===== src/rtl/tac_pkg.sv =====
package tac_pkg;
  localparam int unsigned CODE_W = 4;
  localparam logic [CODE_W-1:0] CODE_IDLE  = 4'b1000;
  localparam logic [CODE_W-1:0] CODE_SEND  = 4'b1100;
  localparam logic [CODE_W-1:0] CODE_ABORT = 4'b1001;
endpackage


===== src/rtl/tac_sel.sv =====
module tac_sel #(
  parameter int unsigned NUM_MB = 8,
  parameter int unsigned IDX_W  = (NUM_MB > 1) ? $clog2(NUM_MB) : 1
) (
  input  logic             busy_i,
  input  logic [IDX_W-1:0] busy_idx_i,
  input  logic             wr_valid_i,
  input  logic [IDX_W-1:0] wr_idx_i,
  output logic [NUM_MB-1:0] loaded_o,
  output logic [NUM_MB-1:0] wr_hit_o
);
  for (genvar i = 0; i < NUM_MB; i++) begin : g_dec
    assign loaded_o[i] = busy_i     && (busy_idx_i == IDX_W'(i));
    assign wr_hit_o[i] = wr_valid_i && (wr_idx_i   == IDX_W'(i));
  end
endmodule


===== src/rtl/tac_slot.sv =====
module tac_slot
  import tac_pkg::*;
(
  input  logic              clk_i,
  input  logic              rst_ni,
  input  logic              abort_en_i,
  input  logic              loaded_i,
  input  logic              wr_hit_i,
  input  logic [CODE_W-1:0] wr_code_i,
  input  logic              arb_lost_i,
  input  logic              tx_err_i,
  input  logic              tx_done_i,
  input  logic              irq_clr_i,
  output logic [CODE_W-1:0] code_o,
  output logic              pend_o,
  output logic              irq_o
);
  logic [CODE_W-1:0] code_q, code_d;
  logic pend_q, pend_d, irq_q, irq_d;
  logic is_abort, eff_pend, fail_evt;

  assign is_abort = abort_en_i && wr_hit_i && (wr_code_i == CODE_ABORT);
  assign eff_pend = pend_q || (is_abort && loaded_i);
  assign fail_evt = loaded_i && (arb_lost_i || tx_err_i);

  always_comb begin
    code_d = code_q;
    pend_d = abort_en_i ? pend_q : 1'b0;
    irq_d  = irq_q & ~irq_clr_i;
    if (loaded_i && tx_done_i) begin
      code_d = CODE_IDLE;
      pend_d = 1'b0;
      irq_d  = 1'b1;
    end else if (fail_evt) begin
      if (abort_en_i && eff_pend) begin
        code_d = CODE_ABORT;
        pend_d = 1'b0;
        irq_d  = 1'b1;
      end
    end else if (wr_hit_i) begin
      if (!abort_en_i) begin
        code_d = wr_code_i;
      end else if (loaded_i) begin
        // loaded: hold the code, latch abort for the next safe point
        if (is_abort) pend_d = 1'b1;
      end else if (code_q == CODE_SEND) begin
        if (is_abort) begin
          code_d = CODE_ABORT;
          irq_d  = 1'b1;
        end
      end else begin
        code_d = wr_code_i;
      end
    end
  end

  always_ff @(posedge clk_i or negedge rst_ni) begin
    if (!rst_ni) begin
      code_q <= CODE_IDLE;
      pend_q <= 1'b0;
      irq_q  <= 1'b0;
    end else begin
      code_q <= code_d;
      pend_q <= pend_d;
      irq_q  <= irq_d;
    end
  end

  assign code_o = code_q;
  assign pend_o = pend_q;
  assign irq_o  = irq_q;

  assert_idle_abort_R3: assert property (@(posedge clk_i) disable iff (!rst_ni)
    (is_abort && !loaded_i && code_q == CODE_SEND) |=> (code_q == CODE_ABORT && irq_q));

  assert_loaded_hold_R4: assert property (@(posedge clk_i) disable iff (!rst_ni)
    (abort_en_i && loaded_i && wr_hit_i && !arb_lost_i && !tx_err_i && !tx_done_i)
      |=> $stable(code_q));

  assert_pend_abort_R5: assert property (@(posedge clk_i) disable iff (!rst_ni)
    (abort_en_i && pend_q && fail_evt && !tx_done_i)
      |=> (code_q == CODE_ABORT && irq_q && !pend_q));

  assert_done_code_R6: assert property (@(posedge clk_i) disable iff (!rst_ni)
    (loaded_i && tx_done_i) |=> (code_q == CODE_IDLE && irq_q && !pend_q));

  assert_no_pend_off_R10: assert property (@(posedge clk_i) disable iff (!rst_ni)
    !abort_en_i |=> !pend_q);

  assert_pend_rise_R4: assert property (@(posedge clk_i) disable iff (!rst_ni)
    $rose(pend_q) |-> $past(loaded_i && abort_en_i));
endmodule


===== src/rtl/tx_abort_ctrl.sv =====
module tx_abort_ctrl
  import tac_pkg::*;
#(
  parameter int unsigned NUM_MB = 8,
  parameter int unsigned IDX_W  = (NUM_MB > 1) ? $clog2(NUM_MB) : 1
) (
  input  logic                     clk_i,
  input  logic                     rst_ni,
  input  logic                     abort_en_i,
  input  logic                     wr_valid_i,
  input  logic [IDX_W-1:0]         wr_idx_i,
  input  logic [CODE_W-1:0]        wr_code_i,
  input  logic                     busy_i,
  input  logic [IDX_W-1:0]         busy_idx_i,
  input  logic                     arb_lost_i,
  input  logic                     tx_err_i,
  input  logic                     tx_done_i,
  input  logic [NUM_MB-1:0]        irq_clr_i,
  output logic [NUM_MB*CODE_W-1:0] code_o,
  output logic [NUM_MB-1:0]        pend_o,
  output logic [NUM_MB-1:0]        irq_o
);
  logic [NUM_MB-1:0] loaded, wr_hit;

  tac_sel #(.NUM_MB(NUM_MB), .IDX_W(IDX_W)) u_sel (
    .busy_i     (busy_i),
    .busy_idx_i (busy_idx_i),
    .wr_valid_i (wr_valid_i),
    .wr_idx_i   (wr_idx_i),
    .loaded_o   (loaded),
    .wr_hit_o   (wr_hit)
  );

  for (genvar i = 0; i < NUM_MB; i++) begin : g_slot
    tac_slot u_slot (
      .clk_i      (clk_i),
      .rst_ni     (rst_ni),
      .abort_en_i (abort_en_i),
      .loaded_i   (loaded[i]),
      .wr_hit_i   (wr_hit[i]),
      .wr_code_i  (wr_code_i),
      .arb_lost_i (arb_lost_i),
      .tx_err_i   (tx_err_i),
      .tx_done_i  (tx_done_i),
      .irq_clr_i  (irq_clr_i[i]),
      .code_o     (code_o[i*CODE_W +: CODE_W]),
      .pend_o     (pend_o[i]),
      .irq_o      (irq_o[i])
    );
  end

  // transmitter reports one outcome per attempt
  assert_evt_excl_R11: assert property (@(posedge clk_i) disable iff (!rst_ni)
    busy_i |-> $onehot0({arb_lost_i, tx_err_i, tx_done_i}));

  // idle bus: no pending flag can appear
  assert_idle_no_pend_R11: assert property (@(posedge clk_i) disable iff (!rst_ni)
    !busy_i |=> $countones(pend_o) <= $countones($past(pend_o)));
endmodule


===== config.mk =====
export PLATFORM = sky130hd
export DESIGN_NAME = tx_abort_ctrl
export DESIGN_NICKNAME = d
export VERILOG_FILES = /design/src/rtl/tac_pkg.sv /design/src/rtl/tac_sel.sv /design/src/rtl/tac_slot.sv /design/src/rtl/tx_abort_ctrl.sv
export SDC_FILE = /design/constraint.sdc
export NUM_CORES = 1
export LEC_CHECK = 0
export BUFFER_PORTS_ARGS = -buffer_cell sky130_fd_sc_hd__buf_4
export CORE_MARGIN = 5
export CORE_UTILIZATION = 45
export CTS_CLUSTER_DIAMETER = 50
export CTS_CLUSTER_SIZE = 12
export DETAILED_ROUTE_END_ITERATION = 10
export PLACE_DENSITY = 0.68
export SETUP_SLACK_MARGIN = 0.05
export SYNTH_ARGS = -nofsm -noshare
export SYNTH_HDL_FRONTEND = slang
export SYNTH_SLANG_ARGS = --single-unit

===== constraint.sdc =====
create_clock -name clk_i -period 4.3 [get_ports clk_i]
set_input_delay 0.86 -clock clk_i [delete_from_list [all_inputs] [get_ports clk_i]]
set_output_delay 0.86 -clock clk_i [all_outputs]
set_load 0.01 [all_outputs]

==> results.ini, run 1 <==
[place]
gp_congestion = 0.864
hpwl_microns = 6410
io_buffers = 73

[pwr]
p_total_mw = 1.33
powerDensity_mw_per_mm2 = 351
peakVddDrop_uv = 226
total_leakage_power_nw = 1.81

[synthesis]
synth_seq_cells = 48
synth.area.top_cells = dfrtp_1 31%, mux2i_1 7.4%, dfstp_2 6.5%
yosysSeqAreaShare_pct = 37.5
syn_area_sq_mm = 0.00323
synth_top_area_share_pct = 31.0
synthMostInstantiatedCell = nand2_1
yosysTopAreaCell = dfrtp_1
async_flop_share_pct = 100
syn_area_per_cell_sq_um = 8.91
synth-edff-count = 0
ys_top_cells_by_count = 47 x nand2_1, 40 x dfrtp_1, 34 x nor2_1
syn-instance-count = 363
yosysWarningCount = 0
syn_nets = 389
synth_top_flop_cell = dfrtp_1
synth_cell_types = 54

[floorplanning]
core_area_sq_mm = 0.00714
die_y_microns = 94.8
rows = 31
design.die.area_sq_mm = 0.00898
start_util_pct = 45.3
io_pins = 74
fp.dieW_microns = 94.8

[global_route]
grt_first_pass_wirelength_microns = 14700
groute.usage.overall_pct = 20.7
grt_max_degree = 49
antenna_found_initial = 0
grt_pass1_vias = 2912
grt-ovfl-total = 0

[finish]
drive_above_1_share_pct = 27.5
synthToLayoutAreaGrowth_pct = 17.4
diodes = 0
utilization_pct = 53.2
nNetsFinal = 437
fillCellCount = 692

[worst_setup_path]
cp-end-kind = flip-flop
required_ns = 4.53
worstSetupStartpointType = input port
max_stage_delay_ns = 0.39
arrival_ns = 2.60
criticalPathCategory = input port to flip-flop
path_cells = buf_4 > nand4b_4 > nor2_2 > o21ai_0 > a32oi_2 > mux2_2
crit_slowest_cell = mux2_2
cp_max_fo = 37

[cts]
htree_levels = 2
cts.clk_slew.worst_paths_ns = 0.09
clock_sinks = 48
cts_hold_buf = 0
clock_latency_ns = 0.30
cts_setup_buffers = 0
cts_tree = built
clockBufferDepth = 2
cts-resized-gates = 0
clockRootBuffer = clkbuf_8
numCtsBuffers = 5

[drt]
routed_via_density = 5.90
num_vias = 3009
wirelength_microns = 8990
dr.first_iter.drc_count = 312
drc = 0
wire_per_inst_microns = 17.6
drtPass1Iterations = 5
detail-route-antenna-nets = 0

[flow_run]
cap_viol_max_count = 0

[timing]
fin_skew_ns = 0.00238
max_slew.worst_pin.slew_ns = 0.723
finalCriticalPeriod_ns = 2.36
setup_viol_count_final = 0
fin_setup_tns_ns = 0
final_max_slew_viol_count = 0
fin_crit_sh_pct = 55.0
hold_slack_ns = 0.499
slew_headroom_pct = 51.4
fmax_ghz = 0.423
rsz0062_at_grt = false
timing_hold_violations_final = 0

[outcome]
outcome = finished clean

[hold_path]
hold_class = flip-flop to flip-flop

-- worst paths after layout --
check                      cells after the start                       start  slack, ns                    endpoint
min in group asynchronous                      1                      rst_ni       0.57  g_slot[3].u_slot.code_o[1]
min                                            2      g_slot[3].u_slot.irq_o       0.50      g_slot[3].u_slot.irq_o
min reg2reg                                    2      g_slot[3].u_slot.irq_o       0.50      g_slot[3].u_slot.irq_o
max                                            6                  abort_en_i       1.94  g_slot[2].u_slot.code_o[3]
max in group asynchronous                      1                      rst_ni       3.30  g_slot[2].u_slot.code_o[1]
max reg2reg                                    4  g_slot[1].u_slot.code_o[3]       2.67  g_slot[1].u_slot.code_o[0]
-- critical path, delay by kind of cell --
family | cells | cell delay (ns)
and+or+nand+nor | 2 | 0.46
buffers and inverters | 1 | 0.34
AOI/OAI and AO/OA | 2 | 0.55
muxes | 1 | 0.39
-- routing by layer --
layer	wire length [microns]	up-vias	global-route usage [%]
met4	182	0	6.37
met1	3940	1453	29.1
met5	0	-	0
li1	-	1401	-
met2	4180	136	32.2
met3	678	19	3.75
-- flip-flops by register name, indices dropped and copies added, names as in the netlist --
name,flops
g_slot.u_slot.pend_o,8
g_slot.u_slot.irq_o,8
g_slot.u_slot.code_o,32
-- power by group --
group / internal, mW / switching, mW / total (mW) / leakage (nW)
combinational: 0.199 / 0.209 / 0.409 / 1.16
sequential: 0.550 / 0.0691 / 0.619 / 0.594
clock: 0.144 / 0.160 / 0.303 / 0.0503
-- metrics by stage --
step,area (sq um),setup slack (ns),cells
after global routing,3790,1.81,510
after detailed placement,3700,1.62,503
after CTS,3790,1.94,510
after floorplan,3230,1.98,363
after global placement,3700,1.66,503
final,3790,1.94,510
-- final cells by class --
| cell class | instances | area (sq um) | share of cell area (%) |
|---|---|---|---|
| inverter | 23 | 86.3 | 2.27 |
| timing repair buffer | 73 | 548 | 14.4 |
| tap | 99 | 124 | 3.26 |
| sequential | 48 | 1210 | 31.9 |
| clock buffer | 7 | 96.3 | 2.54 |
| multi-input combinational | 260 | 1730 | 45.6 |
-- cells in the final DEF (no fill, tap or decap), drive strengths merged, types with 3 or more instances in the layout --
| cell | synthesis | layout |
|---|---|---|
| nand3 | 7 | 7 |
| nor2b | 3 | 3 |
| nand4b | 3 | 3 |
| a31oi | 5 | 5 |
| a22oi | 6 | 6 |
| dfstp | 8 | 8 |
| nand3b | 4 | 4 |
| o211ai | 5 | 5 |
| nor3 | 9 | 9 |
| o31ai | 6 | 6 |
| buf | 28 | 73 |
| nand2 | 47 | 47 |
| inv | 23 | 23 |
| nand4 | 12 | 12 |
| mux2i | 24 | 24 |
| nand2b | 5 | 5 |
| a21o | 4 | 4 |
| nor2 | 35 | 35 |
| and3 | 6 | 6 |
| nor3b | 3 | 3 |
| mux2 | 5 | 5 |
| a211oi | 3 | 3 |
| and4bb | 3 | 3 |
| dfrtp | 40 | 40 |
| a21oi | 14 | 14 |
| a31o | 4 | 4 |
| clkbuf | 4 | 7 |
| and4 | 5 | 5 |
| o21ai | 16 | 16 |
| and2 | 3 | 3 |
| a32oi | 8 | 8 |
-- cells by family (layout without fill, tap and decap cells) --
group           count (synthesis)  after routing  share of synthesized area, %
mux                            29             29                          9.17
flops                          48             48                          37.5
compound gates                 79             79                          18.4
simple gates                  152            152                          25.9
buf+inv                        55            103                          9.06
Power figures use the tool's default switching activity.
==> inputs of run 2 (changes only) <==
--- a/config.mk
+++ b/config.mk
@@ -11,7 +11,7 @@
 export CTS_CLUSTER_DIAMETER = 50
 export CTS_CLUSTER_SIZE = 12
 export DETAILED_ROUTE_END_ITERATION = 10
-export PLACE_DENSITY = 0.68
+export PLACE_DENSITY = 0.71
 export SETUP_SLACK_MARGIN = 0.05
 export SYNTH_ARGS = -nofsm -noshare
 export SYNTH_HDL_FRONTEND = slang
==> constraint.sdc (replaced) <==
create_clock -name clk_i -period 2.09 [get_ports clk_i]
set_input_delay 0.418 -clock clk_i [delete_from_list [all_inputs] [get_ports clk_i]]
set_output_delay 0.418 -clock clk_i [all_outputs]
set_load 0.01 [all_outputs]
==> results.ini, run 2 (synthesized netlist as in run 1, its figures left out) <==
[global_route]
grt_max_degree = 49
grt_pass1_vias = 3066
groute.usage.overall_pct = 21.6
antenna_found_initial = 0
grt_first_pass_wirelength_microns = 15400
grt-ovfl-total = 0

[timing]
max_slew.worst_pin.slew_ns = 0.617
fin_crit_sh_pct = 78.9
fmax_ghz = 0.606
setup_slack_ns = 0.441
slew_headroom_pct = 58.8
rsz0062_at_grt = false
timing_hold_violations_final = 0
fin_setup_tns_ns = 0
finalCriticalPeriod_ns = 1.65
setup_viol_count_final = 0
final_max_slew_viol_count = 0
fin_skew_ns = 0.00337

[outcome]
outcome = finished clean

[worst_setup_path]
cp-end-kind = flip-flop
cp_max_fo = 16
worstSetupStartpointType = input port
arrival_ns = 1.84
criticalPathCategory = input port to flip-flop
required_ns = 2.28

[cts]
cts_tree = built
cts_hold_buf = 0
clock_sinks = 48
cts_setup_buffers = 0
clockBufferDepth = 2
cts-resized-gates = 0
htree_levels = 2
numCtsBuffers = 5
clock_latency_ns = 0.30
clockRootBuffer = clkbuf_8
cts.clk_slew.worst_paths_ns = 0.09

[floorplanning]
rows = 31
start_util_pct = 45.3
design.die.area_sq_mm = 0.00898
core_area_sq_mm = 0.00714
io_pins = 74
die_y_microns = 94.8
fp.dieW_microns = 94.8

[place]
pre_cts_ws_ns = 0.137
hpwl_microns = 6880
gp_congestion = 0.923
io_buffers = 73
place_area_sq_mm = 0.00386

[drt]
detail-route-antenna-nets = 0
wire_per_inst_microns = 17.4
dr.first_iter.drc_count = 317
drc = 0
wirelength_microns = 9270
routed_via_density = 5.73
drtPass1Iterations = 6
num_vias = 3050

[finish]
largest_register_ffs = 32
final_cell_area_sq_mm = 0.00395
mostFrequentLayoutCell = buf_4
layout.area.seq_sq_mm = 0.00121
nNetsFinal = 458
final_cell_mix = 94 x buf_4, 47 x nand2_1, 40 x dfrtp_1
drive_above_1_share_pct = 30.7
fillCellCount = 705
utilization_pct = 55.3
diodes = 0
synthToLayoutAreaGrowth_pct = 22.1
multi_input_area_sq_mm = 0.00173

[pwr]
peakVddDrop_uv = 450
total_leakage_power_nw = 1.90
powerDensity_mw_per_mm2 = 693

[flow_run]
cap_viol_max_count = 0

[hold_path]
hold_class = input port to asynchronous set/reset pin

==> run 2: final timing paths <==
check / startpoint / cells after the start / end / slack, ns
worst max-delay path: busy_idx_i[1] / 6 / g_slot[4].u_slot.code_o[0] / 0.44
worst min-delay path: rst_ni / 1 / g_slot[4].u_slot.code_o[2] / 0.13
worst max register to register: g_slot[0].u_slot.code_o[3] / 4 / g_slot[0].u_slot.code_o[3] / 0.49
worst min register to register: g_slot[3].u_slot.irq_o / 2 / g_slot[3].u_slot.irq_o / 0.51
max in group asynchronous: rst_ni / 1 / g_slot[3].u_slot.irq_o / 1.55
min in group clk_i: irq_clr_i[1] / 2 / g_slot[1].u_slot.irq_o / 0.36
==> run 2: layer usage <==
metal	part of all wire (%)	GRT usage, %	wire [microns]	vias to the layer above
li1	-	-	-	1449
met1	45	29.2	4130	1478
met2	48	36.1	4480	112
met3	6.0	3.19	557	11
met4	1.0	6.13	97	0
met5	0	0	0	-
==> run 2: cell type report <==
class                   instances  area share [%]
multi-input cells             260            43.8
clock buffers                   8            2.28
inverters                      23            2.19
well taps                      99            3.14
flip-flops and latches         48            30.7
repair buffers                 94            17.9
==> run 2: through the flow <==
step,power (mW),std cells,hold slack (ns)
6_report,2.73,532,0.128
5_1_grt,2.91,532,0.176
4_1_cts,2.77,532,0.145
3_5_place_dp,2.17,524,0.480
3_3_place_gp,2.15,524,0.474
2_1_floorplan,1.71,363,0.122
==> run 2: where the power goes <==
part | internal [mW] | leakage, nW | switching [mW]
Clock | 0.271 | 0.0455 | 0.318
Combinational | 0.431 | 1.26 | 0.432
Sequential | 1.13 | 0.594 | 0.150
Total | 1.83 | 1.90 | 0.900
==> run 2: critical path, stage by stage <==
cell and delay, ns:
buf_4 0.17, and3b_1 0.29, and2_1 0.27, nor2_1 0.09, a32oi_2 0.25, mux2_2 0.36
